===== src/rtl/ring_fir_pkg.sv =====
package ring_fir_pkg;

    typedef enum logic [1:0] {
        ST_IDLE = 2'd0,
        ST_STEP = 2'd1,
        ST_EMIT = 2'd2
    } fir_state_t;

endpackage


===== src/rtl/ring_store.sv =====
module ring_store #(
    parameter int TAPS = 4,
    parameter int DW   = 16,
    parameter int IW   = 2
) (
    input  logic                 clk,
    input  logic                 rst_n,
    input  logic                 wr_en,
    input  logic signed [DW-1:0] wr_data,
    input  logic [IW-1:0]        rd_idx,
    output logic signed [DW-1:0] rd_data,
    output logic [IW-1:0]        head
);
    localparam logic [IW-1:0] LAST = IW'(TAPS - 1);

    logic signed [DW-1:0] slot [TAPS];

    for (genvar g = 0; g < TAPS; g++) begin : g_slot
        always_ff @(posedge clk or negedge rst_n) begin
            if (!rst_n) begin
                slot[g] <= '0;
            end else if (wr_en && head == IW'(g)) begin
                slot[g] <= wr_data;
            end
        end
    end

    always_ff @(posedge clk or negedge rst_n) begin
        if (!rst_n) begin
            head <= '0;
        end else if (wr_en) begin
            head <= (head == LAST) ? '0 : head + IW'(1);
        end
    end

    assign rd_data = slot[rd_idx];

endmodule


===== src/rtl/coef_bank.sv =====
module coef_bank #(
    parameter int TAPS = 4,
    parameter int DW   = 16,
    parameter int IW   = 2
) (
    input  logic                 clk,
    input  logic                 rst_n,
    input  logic                 we,
    input  logic [IW-1:0]        wr_addr,
    input  logic signed [DW-1:0] wr_data,
    input  logic [IW-1:0]        rd_idx,
    output logic signed [DW-1:0] rd_data
);
    logic signed [DW-1:0] coef [TAPS];

    for (genvar g = 0; g < TAPS; g++) begin : g_coef
        always_ff @(posedge clk or negedge rst_n) begin
            if (!rst_n) begin
                coef[g] <= '0;
            end else if (we && wr_addr == IW'(g)) begin
                coef[g] <= wr_data;
            end
        end
    end

    assign rd_data = coef[rd_idx];

endmodule


===== src/rtl/mac_clamp.sv =====
module mac_clamp #(
    parameter int DW    = 16,
    parameter int ACC_W = 35,
    parameter int LIMIT = 25600
) (
    input  logic                    clk,
    input  logic                    rst_n,
    input  logic                    clr,
    input  logic                    step,
    input  logic signed [DW-1:0]    op_a,
    input  logic signed [DW-1:0]    op_b,
    output logic signed [ACC_W-1:0] sum_sat
);
    localparam int PW = 2 * DW;
    localparam logic signed [ACC_W-1:0] LIM_P = ACC_W'(LIMIT);
    localparam logic signed [ACC_W-1:0] LIM_N = -LIM_P;

    logic signed [PW-1:0]    prod;
    logic signed [ACC_W-1:0] prod_ext;
    logic signed [ACC_W-1:0] acc;

    assign prod     = op_a * op_b;
    assign prod_ext = {{(ACC_W - PW){prod[PW-1]}}, prod};

    always_ff @(posedge clk or negedge rst_n) begin
        if (!rst_n) begin
            acc <= '0;
        end else if (clr) begin
            acc <= '0;
        end else if (step) begin
            acc <= acc + prod_ext;
        end
    end

    always_comb begin
        if (acc > LIM_P) begin
            sum_sat = LIM_P;
        end else if (acc < LIM_N) begin
            sum_sat = LIM_N;
        end else begin
            sum_sat = acc;
        end
    end

endmodule


===== src/rtl/ring_fir_clamp.sv =====
module ring_fir_clamp #(
    parameter int TAPS  = 4,
    parameter int DW    = 16,
    parameter int LIMIT = 25600,
    localparam int IW    = (TAPS > 1) ? $clog2(TAPS) : 1,
    localparam int ACC_W = 2 * DW + $clog2(TAPS) + 1
) (
    input  logic                    clk,
    input  logic                    rst_n,
    input  logic                    smp_valid,
    output logic                    smp_ready,
    input  logic signed [DW-1:0]    smp_data,
    input  logic                    cw_en,
    input  logic [IW-1:0]           cw_addr,
    input  logic signed [DW-1:0]    cw_data,
    output logic                    res_valid,
    output logic signed [ACC_W-1:0] res_data
);
    import ring_fir_pkg::*;

    localparam logic [IW-1:0] LAST = IW'(TAPS - 1);

    fir_state_t state, state_nx;
    logic [IW-1:0]        rd_ptr;
    logic [IW-1:0]        tap_idx;
    logic [IW-1:0]        head;
    logic                 take;
    logic                 coef_we;
    logic                 mac_step;
    logic signed [DW-1:0] smp_rd;
    logic signed [DW-1:0] coef_rd;
    logic signed [ACC_W-1:0] sum_sat;

    assign take     = (state == ST_IDLE) && smp_valid;
    assign coef_we  = (state == ST_IDLE) && cw_en;
    assign mac_step = (state == ST_STEP);

    ring_store #(.TAPS(TAPS), .DW(DW), .IW(IW)) u_ring (
        .clk     (clk),
        .rst_n   (rst_n),
        .wr_en   (take),
        .wr_data (smp_data),
        .rd_idx  (rd_ptr),
        .rd_data (smp_rd),
        .head    (head)
    );

    coef_bank #(.TAPS(TAPS), .DW(DW), .IW(IW)) u_coef (
        .clk     (clk),
        .rst_n   (rst_n),
        .we      (coef_we),
        .wr_addr (cw_addr),
        .wr_data (cw_data),
        .rd_idx  (tap_idx),
        .rd_data (coef_rd)
    );

    mac_clamp #(.DW(DW), .ACC_W(ACC_W), .LIMIT(LIMIT)) u_mac (
        .clk     (clk),
        .rst_n   (rst_n),
        .clr     (take),
        .step    (mac_step),
        .op_a    (coef_rd),
        .op_b    (smp_rd),
        .sum_sat (sum_sat)
    );

    // next-state logic
    always_comb begin
        state_nx = state;
        unique case (state)
            ST_IDLE: if (smp_valid)       state_nx = ST_STEP;  // accept
            ST_STEP: if (tap_idx == LAST) state_nx = ST_EMIT;  // last tap
            ST_EMIT:                      state_nx = ST_IDLE;  // return
            default:                      state_nx = ST_IDLE;
        endcase
    end

    // state register and walking indices
    always_ff @(posedge clk or negedge rst_n) begin
        if (!rst_n) begin
            state   <= ST_IDLE;
            rd_ptr  <= '0;
            tap_idx <= '0;
        end else begin
            state <= state_nx;
            if (take) begin
                rd_ptr  <= (head == LAST) ? '0 : head + IW'(1);
                tap_idx <= '0;
            end else if (mac_step) begin
                rd_ptr  <= (rd_ptr == LAST) ? '0 : rd_ptr + IW'(1);
                tap_idx <= tap_idx + IW'(1);
            end
        end
    end

    // outputs
    always_comb begin
        smp_ready = 1'b0;
        res_valid = 1'b0;
        res_data  = '0;
        unique case (state)
            ST_IDLE: smp_ready = 1'b1;
            ST_STEP: ;
            ST_EMIT: begin
                res_valid = 1'b1;
                res_data  = sum_sat;
            end
            default: ;
        endcase
    end

endmodule


===== config.mk =====
export PLATFORM = sky130hd
export DESIGN_NAME = ring_fir_clamp
export DESIGN_NICKNAME = d
export VERILOG_FILES = /design/src/rtl/ring_fir_pkg.sv /design/src/rtl/ring_store.sv /design/src/rtl/coef_bank.sv /design/src/rtl/mac_clamp.sv /design/src/rtl/ring_fir_clamp.sv
export SDC_FILE = /design/constraint.sdc
export NUM_CORES = 1
export LEC_CHECK = 0
export BUFFER_PORTS_ARGS = -buffer_cell sky130_fd_sc_hd__buf_4
export CAP_MARGIN = 5
export CORE_MARGIN = 5
export CORE_UTILIZATION = 44
export DETAILED_ROUTE_END_ITERATION = 7
export GPL_ROUTABILITY_DRIVEN = 0
export HOLD_SLACK_MARGIN = 0.12
export PLACE_DENSITY_LB_ADDON = 0.08
export SYNTH_ARGS = -nofsm -noshare
export SYNTH_HDL_FRONTEND = slang
export SYNTH_HIERARCHICAL = 1
export SYNTH_SLANG_ARGS = --single-unit

===== constraint.sdc =====
create_clock -name clk -period 22.5 [get_ports clk]
set_input_delay 4.5 -clock clk [delete_from_list [all_inputs] [get_ports clk]]
set_output_delay 4.5 -clock clk [all_outputs]
set_load 0.02 [all_outputs]

==> summary.txt, run 1 <==
Run status
  • Outcome: complete, no violations

Global route
  • Pin count of the biggest net entering global routing: 118
  • Total GRT Usage: 20.0%
  • Gr ovfl total: 0
  • First-pass GRT wire length: 78.7 mm
  • Initial antenna violation count: 0
  • Vias in the first global route: 14.0k

Yosys
  • Main combinational cell family by area after synthesis: adder cells
  • Multiplexer area fraction after synthesis: 13.2%
  • Syn Std Cell Area: 0.0199 sq mm
  • Post-synth cell types: 75
  • Flops & latches, synth: 171
  • Post-synthesis xor/xnor area fraction: 1.45%
  • Complex-gate fraction of the synthesized area: 4.16%
  • Area contributors post-synth: fa_1, dfrtp_1, ha_1
  • Synth Flop Type: dfrtp_1
  • Part of the Yosys area used for sequential elements: 21.5%
  • Post-synthesis adder-cell area fraction: 38.3%
  • Synth Instances: 1849
  • Post-synth EDFFs: 0
  • Async S/R FF share, synth: 100%
  • Ys Warns: 6
  • Syn Area/Cell: 10.7 sq um
  • Syn Nets: 2309
  • Leading area contributor after synthesis: fa_1
  • Post-synth top area share: 31.2%
  • Simple-gate portion of the synthesized area: 12.4%

Clock tree
  • Hold_buf cts: 0
  • CTS resizes: 0
  • Clk buf depth: 2
  • Clock Sink Count: 171
  • Clock Latency Late Sink: 0.46 ns
  • H-tree depth: 4
  • CTS tree: built
  • Post-CTS setup buffers: 0
  • CTS Buf Count: 17
  • Clock slew at reported path FFs: 0.06 ns
  • Root Driver: clkbuf_16

Finish
  • Diodes inserted: 0
  • Fillers: 4137
  • Area growth from synthesis to layout: 7.68%
  • Final net count: 2337
  • Share of cells above drive strength 1: 15.8%

Place
  • DP HPWL: 37.1 mm
  • Buffers on Ports: 74

Timing
  • RSZ-0062 raised after global routing: false
  • Max Freq: 0.128 GHz
  • Min Tclk post-route: 7.79 ns
  • Slew HR: 29.2%
  • Skew final: 0.0228 ns
  • Slew Limit Fails: 0
  • Worst slew pin tran: 1.06 ns
  • Setup TNS: 0 ns
  • Setup Viol. Count Final: 0
  • Crit share post-route: 34.6%
  • Final hold violations: 0

Critical path
  • Crit Path Category: reg2reg
  • CP startpoint kind: register
  • R2r worst-path depth: 22
  • WP data arrival: 8.12 ns
  • Cells along the critical path: buf_4, mux4_2, nand2_1, inv_1, fa_1, fa_1, fa_1, fa_1, fa_1, inv_1, fa_1, inv_1, ha_1, o21ai_0, o21bai_1, a211oi_1, o21a_1, nor3b_2, o22ai_2, a221oi_2, mux2i_1, a211oi_2
  • Critical Path Most Common Cell: fa_1
  • Worst EP required: 22.82 ns
  • CP endpoint kind: register
  • Maximum fanout along the worst path: 16
  • CP max-delay cell: fa_1
  • WP buf/inv: 4
  • Critical path's top delay family: adder cells
  • Number of cells on the critical path: 22
  • CP max stage delay: 0.86 ns

Floorplan
  • Core Rows: 77
  • Die Span Y: 223 um
  • Core ar.: 0.0444 sq mm
  • Initial core utilization: 44.7%
  • Chip width: 223 um
  • Total die area: 0.0495 sq mm
  • I/O pin count: 75

Hold path
  • Hold Crit Class: reg2reg
  • WHS Path Cells: 1

Route
  • First-pass iteration count of the detailed router: 5
  • DRT Wirelength: 46.7 mm
  • Post-route ant nets: 0
  • Routed length per instance: 18.8 um
  • Drt drc: 0
  • Detailed-route via count: 12.6k
  • Vias/cell: 5.07
  • DRT iter0 DRCs: 539

Job
  • Max-Cap Viols: 0
==> worst register-to-register path, cell delays in order (launching register included) <==
cell	delay, ns
dfrtp_1	0.60
buf_4	0.34
mux4_2	0.74
nand2_1	0.19
inv_1	0.10
fa_1	0.62
fa_1	0.86
fa_1	0.52
fa_1	0.50
fa_1	0.52
inv_1	0.06
fa_1	0.48
inv_1	0.05
ha_1	0.36
o21ai_0	0.26
o21bai_1	0.09
a211oi_1	0.26
o21a_1	0.19
nor3b_2	0.19
o22ai_2	0.14
a221oi_2	0.28
mux2i_1	0.24
a211oi_2	0.09
==> cells in the mapped netlist, drive strengths merged, types with 2 or more instances <==
master   instances
nand2b          10
nor4             8
o21ai           19
a211oi           8
ha             112
a211o            2
nor2           105
dfrtp          171
mux2           130
mux2i           27
and3             5
a21o            13
buf             25
nor4b            2
a21oi           30
nor2b            4
fa             310
o21bai           8
nand2          138
nor3b            3
a2111oi          2
a31oi            5
mux4            32
xnor2           25
a31o             2
o22ai            3
a311o            2
nand4            9
inv            372
o211ai           2
and2           172
clkbuf          46
nor3             7
o21a             7
nand3            6
nand3b           3
xor2             8
==> cell usage in the layout (no fill, tap or decap), types with 3 or more instances in the layout <==
| cell | count |
|---|---|
| inv_1 | 372 |
| nor2b_1 | 3 |
| a21oi_2 | 3 |
| o21bai_1 | 6 |
| mux4_1 | 6 |
| clkbuf_8 | 3 |
| dfrtp_1 | 171 |
| nand3_1 | 5 |
| nor3_1 | 7 |
| mux2_2 | 90 |
| o21a_1 | 7 |
| o21ai_0 | 17 |
| a211oi_1 | 4 |
| nand2_1 | 134 |
| xnor2_1 | 25 |
| clkbuf_16 | 17 |
| mux2i_1 | 27 |
| a21oi_1 | 27 |
| ha_1 | 112 |
| nor4_1 | 8 |
| a211oi_2 | 4 |
| a21o_1 | 12 |
| mux2_4 | 40 |
| nand2b_1 | 10 |
| nand2_4 | 4 |
| nor2_1 | 105 |
| clkbuf_1 | 3 |
| buf_4 | 79 |
| fa_1 | 310 |
| and3_1 | 5 |
| a31oi_1 | 4 |
| clkinv_2 | 3 |
| and2_1 | 171 |
| xor2_1 | 8 |
| mux4_2 | 26 |
| nand4_1 | 9 |
==> state kept, by name (all words and copies together) (netlist names) <==
name         count
rd_ptr           2
state            2
tap_idx          2
u_coef/coef     64
u_mac/acc       35
u_ring/head      2
u_ring/slot     64
==> per-stage QoR <==
stage	cells	hold WS (ns)	worst slack (ns)	utilization (%)	cell area, sq um
final	2482	0.497	14.71	48.2	21400
after global routing	2482	0.517	14.27	48.2	21400
after CTS	2482	0.502	14.60	48.2	21400
after detailed placement	2450	0.488	14.66	46.9	20800
after global placement	2450	0.481	14.68	46.9	20800
after floorplan	1849	0.469	15.39	-	19900
==> worst paths after layout <==
kind	start	to	slack, ns
min in group asynchronous	rst_n	u_coef/coef[10]$_DFFE_PN0P_	4.21
min reg2reg	u_ring/slot[47]$_DFFE_PN0P_	u_ring/slot[47]$_DFFE_PN0P_	0.50
max in group asynchronous	rst_n	u_mac/acc[32]$_DFFE_PN0P_	16.89
min	u_ring/slot[47]$_DFFE_PN0P_	u_ring/slot[47]$_DFFE_PN0P_	0.50
max	tap_idx[0]$_DFFE_PN0P_	u_mac/acc[34]$_DFFE_PN0P_	14.71
max reg2reg	tap_idx[0]$_DFFE_PN0P_	u_mac/acc[34]$_DFFE_PN0P_	14.71
==> per-layer routing <==
layer  wire [um]  up-vias  global-route usage, %
met5           0        -                      0
met4         554        0                   3.91
met3        1230       30                   2.88
met2       21400      169                   31.6
met1       23500     6570                   29.7
li1            -     5817                      -
==> logic make-up (layout without fill, tap and decap cells) <==
| logic type | count (synthesis) | after routing |
|---|---|---|
| AO/OA/AOI/OAI | 114 | 114 |
| XOR/XNOR | 33 | 33 |
| adder cells (fa/ha/maj) | 422 | 422 |
| buffers and inverters | 443 | 484 |
| flip-flops | 171 | 171 |
| multiplexers | 189 | 189 |
| AND/OR/NAND/NOR | 477 | 477 |
==> final cells by class <==
type / count / area [sq um] / area share, %
Sequential cell: 171 / 4280 / 20.0
Timing Repair Buffer: 80 / 604 / 2.82
Multi-Input combinational cell: 1235 / 13800 / 64.5
Clock inverter: 9 / 86.3 / 0.404
Inverter: 372 / 1400 / 6.53
Tap cell: 592 / 741 / 3.46
Clock buffer: 23 / 478 / 2.23
Power of run 1 is left out: the tool's default activity adds up to more than one toggle a clock period on the data nets, which glitch-free logic cannot reach.
==> run 2, diff against run 1 <==
==> constraint.sdc (replaced) <==
create_clock -name clk -period 7 [get_ports clk]
set_input_delay 1.4 -clock clk [delete_from_list [all_inputs] [get_ports clk]]
set_output_delay 1.4 -clock clk [all_outputs]
set_load 0.02 [all_outputs]
==> run 2 against run 1 <==
Final area up 6.1%. Setup slack got worse by 14 ns. Die area unchanged. Sequential share of layout area decreased by 1.1 points. Sequential cell count stayed put. Hold slack gained 0.0059 ns. Global-route usage rose by 0.72 points. First-iteration DRC count rose by 19%. Non-clock buffer count increased by 106. Critical path type unchanged. Utilization grew 2.9 points.
==> summary.txt, run 2 (synthesized netlist as in run 1, its figures left out) <==
Timing
  • Max Freq: 0.147 GHz
  • Setup TNS: 0 ns
  • Setup Viol. Count Final: 0
  • Slew Limit Fails: 0
  • Final hold violations: 0
  • Skew final: 0.0259 ns
  • Worst slew pin tran: 1.00 ns
  • Slew HR: 33.2%
  • Crit share post-route: 97.0%
  • Min Tclk post-route: 6.79 ns
  • RSZ-0062 raised after global routing: true

Place
  • DP HPWL: 39.5 mm
  • Cell count after placement: 2522
  • Buffers on Ports: 74
  • Cell Area, Placed: 0.0214 sq mm

Clock tree
  • Clock Latency Late Sink: 0.48 ns
  • Root Driver: clkbuf_16
  • CTS tree: built
  • Clock Sink Count: 171
  • CTS Buf Count: 17
  • Clock slew at reported path FFs: 0.07 ns
  • H-tree depth: 4
  • Clk buf depth: 2
  • Hold_buf cts: 0

Route
  • Drt drc: 0
  • Vias/cell: 5.06
  • Post-route ant nets: 0
  • First-pass iteration count of the detailed router: 4
  • DRT Wirelength: 50.3 mm
  • Detailed-route via count: 13.1k
  • Routed length per instance: 19.4 um
  • DRT iter0 DRCs: 644

Global route
  • Total GRT Usage: 20.7%
  • Pin count of the biggest net entering global routing: 69
  • Gr ovfl total: 0
  • Vias in the first global route: 14.3k
  • Initial antenna violation count: 0
  • First-pass GRT wire length: 80.9 mm

Finish
  • Commonest non-fill, non-tap cell in the layout: inv_1
  • Final net count: 2447
  • Share of cells above drive strength 1: 22.5%
  • Area growth from synthesis to layout: 14.2%
  • Final std cells w/o fill: 2593
  • Fin area: 0.0227 sq mm
  • Biggest regs: u_coef/coef x64, u_ring/slot x64, u_mac/acc x35
  • Most frequent cells in the layout: inv_1, fa_1, dfrtp_1, and2_1, buf_4
  • Layout Utilization: 51.1%

Job
  • Max-Cap Viols: 0

Floorplan
  • Total die area: 0.0495 sq mm
  • Chip width: 223 um
  • Initial core utilization: 44.7%
  • Die Span Y: 223 um
  • Core ar.: 0.0444 sq mm
  • I/O pin count: 75
  • Core Rows: 77

Critical path
  • Crit Path Category: reg2reg
  • WP data arrival: 7.12 ns
  • CP endpoint kind: register
  • CP startpoint kind: register
  • Reg-to-reg setup timing slack: 0.21 ns
  • Maximum fanout along the worst path: 6
  • Worst EP required: 7.32 ns

Run status
  • Outcome: complete, no violations

Hold path
  • Hold Crit Class: reg2reg
-- run 2: stage by stage --
step / hold slack, ns / worst slack (ns)
global route: 0.515 / -0.0222
floorplan: 0.469 / 0.0186
finish: 0.503 / 0.208
detailed placement: 0.487 / 0.0510
CTS: 0.503 / 0.0108
global placement: 0.481 / -0.0144
-- run 2: final timing paths --
kind / start / to / depth (start not counted)
setup / recovery: tap_idx[0]$_DFFE_PN0P_ / u_mac/acc[34]$_DFFE_PN0P_ / 26
hold / removal: u_coef/coef[26]$_DFFE_PN0P_ / u_coef/coef[26]$_DFFE_PN0P_ / 1
setup reg to reg: tap_idx[0]$_DFFE_PN0P_ / u_mac/acc[34]$_DFFE_PN0P_ / 26
hold reg to reg: u_coef/coef[26]$_DFFE_PN0P_ / u_coef/coef[26]$_DFFE_PN0P_ / 1
max in group asynchronous: rst_n / tap_idx[0]$_DFFE_PN0P_ / 2
min in group asynchronous: rst_n / u_coef/coef[42]$_DFFE_PN0P_ / 1
-- run 2: worst max-delay path, cell delays in order, from the launching register on --
cell and delay (ns):
dfrtp_2 0.41, buf_12 0.13, buf_8 0.12, mux4_2 0.65, buf_12 0.19, and2_1 0.15
fa_1 0.51, inv_1 0.06, fa_2 0.41, fa_1 0.54, inv_1 0.06, fa_2 0.52
fa_1 0.51, inv_1 0.05, fa_1 0.48, inv_1 0.04, ha_1 0.28, buf_4 0.16
a21oi_1 0.14, nor2_1 0.05, o21ai_0 0.17, nand2_1 0.11, a31oi_4 0.19, o22ai_2 0.12
a221oi_2 0.26, mux2i_1 0.24, a211oi_2 0.09
-- run 2: area by class of cell --
cell class | instances | area (sq um)
fillers | 4068 | 21700
multi-input cells | 1239 | 14100
flip-flops and latches | 171 | 4280
repair buffers | 186 | 1620
inverters | 372 | 1400
well taps | 592 | 741
clock buffers | 17 | 425
clock inverters | 15 | 153
diodes | 1 | 2.50
-- run 2: metal layers --
layer	GRT usage [%]	routed length [um]	vias up
met5	0	0	-
met4	3.68	539	0
met3	3.50	2260	27
met2	30.6	22100	242
met1	32.5	25300	6781
li1	-	-	6058
-- run 2: timing repair --
item                                    in CTS  in global routing
gates cloned                                 0                  5
endpoints found under the hold margin        0                  0
endpoints found under the setup margin       1                 20
pin swaps                                    0                 15
setup buffers                                0                 33
resized for setup                            1                 66
Power of run 2 is left out for the same reason.
==> run 3, diff against run 2 <==
--- a/config.mk
+++ b/config.mk
@@ -5,11 +5,11 @@
 export SDC_FILE = /design/constraint.sdc
 export NUM_CORES = 1
 export LEC_CHECK = 0
-export BUFFER_PORTS_ARGS = -buffer_cell sky130_fd_sc_hd__buf_4
 export CAP_MARGIN = 5
 export CORE_MARGIN = 5
 export CORE_UTILIZATION = 44
 export DETAILED_ROUTE_END_ITERATION = 7
+export DONT_BUFFER_PORTS = 1
 export GPL_ROUTABILITY_DRIVEN = 0
 export HOLD_SLACK_MARGIN = 0.12
 export PLACE_DENSITY_LB_ADDON = 0.08
==> run 3 against run 2 <==
Wire length fell by 0.76%. Clock skew fell by 0.0086 ns. First-iteration DRC count rose by 9.6%.
==> summary.txt, run 3 (synthesized netlist as in run 1, its figures left out) <==
Run status
  • Outcome: complete, no violations

Critical path
  • CP endpoint kind: register
  • CP max stage delay: 0.63 ns
  • Maximum fanout along the worst path: 8
  • Crit Path Category: reg2reg
  • Cells along the critical path: buf_12, mux4_2, buf_4, nand2_1, fa_1, fa_1, fa_1, fa_1, inv_1, fa_1, inv_1, fa_1, inv_1, ha_4, a21o_1, a21o_1, a21oi_2, o31ai_4, a31oi_4, o22ai_4, a221oi_2, mux2i_1, a211oi_2
  • CP max-delay cell: mux4_2
  • CP startpoint kind: register
  • Critical Path Most Common Cell: fa_1
  • WP data arrival: 7.12 ns
  • Worst EP required: 7.31 ns

Finish
  • Final std cells w/o fill: 2522
  • Most frequent cells in the layout: inv_1, fa_1, dfrtp_1, and2_1, nand2_1
  • Diodes inserted: 0
  • Fin area: 0.0221 sq mm
  • Fillers: 4104
  • Area taken by flip-flops and latches: 0.00428 sq mm
  • Final net count: 2377
  • Multi-input gate area: 0.0141 sq mm
  • Commonest non-fill, non-tap cell in the layout: inv_1
  • Biggest regs: u_coef/coef x64, u_ring/slot x64, u_mac/acc x35
  • Area growth from synthesis to layout: 11.4%
  • Share of cells above drive strength 1: 19.7%

Timing
  • Crit share post-route: 97.4%
  • Worst slew pin tran: 0.959 ns
  • Skew final: 0.0173 ns
  • Fin worst setup slack: 0.182 ns
  • Slew HR: 36.0%
  • Slew Limit Fails: 0
  • Setup TNS: 0 ns
  • Max Freq: 0.147 GHz
  • RSZ-0062 raised after global routing: true
  • Setup Viol. Count Final: 0
  • Final hold violations: 0
  • Min Tclk post-route: 6.82 ns

Place
  • Cell Area, Placed: 0.0210 sq mm
  • Cell count after placement: 2459
  • Buffers on Ports: 0
  • DP HPWL: 38.9 mm
  • Pre-CTS setup slack: 0.0435 ns

Floorplan
  • Chip width: 223 um
  • Initial core utilization: 44.7%
  • I/O pin count: 75
  • Total die area: 0.0495 sq mm
  • Core Rows: 77
  • Die Span Y: 223 um
  • Core ar.: 0.0444 sq mm

Clock tree
  • Clock Sink Count: 171
  • Clock slew at reported path FFs: 0.08 ns
  • CTS tree: built
  • CTS Buf Count: 17
  • Clock Latency Late Sink: 0.45 ns
  • Clk buf depth: 2
  • H-tree depth: 4
  • Root Driver: clkbuf_16
  • Hold_buf cts: 0

Global route
  • First-pass GRT wire length: 79.8 mm
  • GRT met1 Usage: 32.6%
  • Initial antenna violation count: 1
  • Total GRT Usage: 20.3%
  • Met3 GRT Util: 3.43%
  • Gr ovfl total: 0
  • Met2 GRT Util: 29.4%
  • Pin count of the biggest net entering global routing: 172
  • GR peak layer: met1
  • Vias in the first global route: 13.9k

Hold path
  • Hold Crit Class: reg2reg

Route
  • Drt drc: 0
  • DRT Wirelength: 49.9 mm
  • DRT iter0 DRCs: 706
  • Post-route ant nets: 0
  • Detailed-route via count: 12.9k
  • First-pass iteration count of the detailed router: 7
  • Routed length per instance: 19.8 um
  • Vias/cell: 5.12

Job
  • Max-Cap Viols: 0
==> run 3: cell types whose count changed in the layout (fill, tap and decap cells not counted), sizes merged <==
cell    change
diode       -1
clkinv      -1
buf        -70
clkbuf      +1
==> run 3: layout make-up <==
type	instances	area share, %
clock buffer	18	1.98
clock inverter	14	0.588
inverter	372	6.33
multi-input combinational	1239	63.8
sequential	171	19.4
tap	592	3.35
timing repair buffer	116	4.62
==> run 3: final timing paths <==
check                                                    to  slack [ns]  cells after the start                         from
worst max-delay path              u_mac/acc[34]$_DFFE_PN0P_        0.18                     23        rd_ptr[0]$_DFFE_PN0P_
worst min-delay path            u_ring/slot[44]$_DFFE_PN0P_        0.50                      1  u_ring/slot[44]$_DFFE_PN0P_
worst max register to register    u_mac/acc[34]$_DFFE_PN0P_        0.18                     23        rd_ptr[0]$_DFFE_PN0P_
worst min register to register  u_ring/slot[44]$_DFFE_PN0P_        0.50                      1  u_ring/slot[44]$_DFFE_PN0P_
max in group asynchronous         u_mac/acc[16]$_DFFE_PN0P_        6.08                      0                        rst_n
min in group asynchronous       u_coef/coef[36]$_DFFE_PN0P_        0.64                      0                        rst_n
==> run 3: per-layer routing <==
| metal | vias to the layer above | share of wire (%) | wire, um |
|---|---|---|---|
| met5 | - | 0 | 0 |
| met4 | 0 | 1.2 | 597 |
| met3 | 36 | 4.2 | 2080 |
| met2 | 229 | 43 | 21700 |
| met1 | 6742 | 51 | 25500 |
| li1 | 5908 | - | - |
==> run 3: critical path: cells and delay by family (launching register included) <==
kind	cells	cell delay [ns]
AND/OR/NAND/NOR	1	0.09
AO/OA/AOI/OAI	8	1.38
buffers and inverters	5	0.57
adder cells (fa/ha/maj)	7	3.31
flip-flops	1	0.44
multiplexers	2	0.87
==> run 3: repair_timing <==
| action | CTS | global route |
|---|---|---|
| gates resized for setup | 0 | 67 |
| pin swaps | 0 | 22 |
| setup buffers | 1 | 25 |
| setup endpoints to repair | 1 | 16 |
| gates cloned | 0 | 5 |
==> run 3: per-stage QoR <==
| stage | hold WS [ns] | util [%] |
|---|---|---|
| floorplan | 0.469 | - |
| global placement | 0.482 | 47.2 |
| detailed placement | 0.487 | 47.2 |
| CTS | 0.503 | 48.5 |
| global route | 0.514 | 49.8 |
| finish | 0.501 | 49.8 |
Power of run 3 is left out for the same reason.
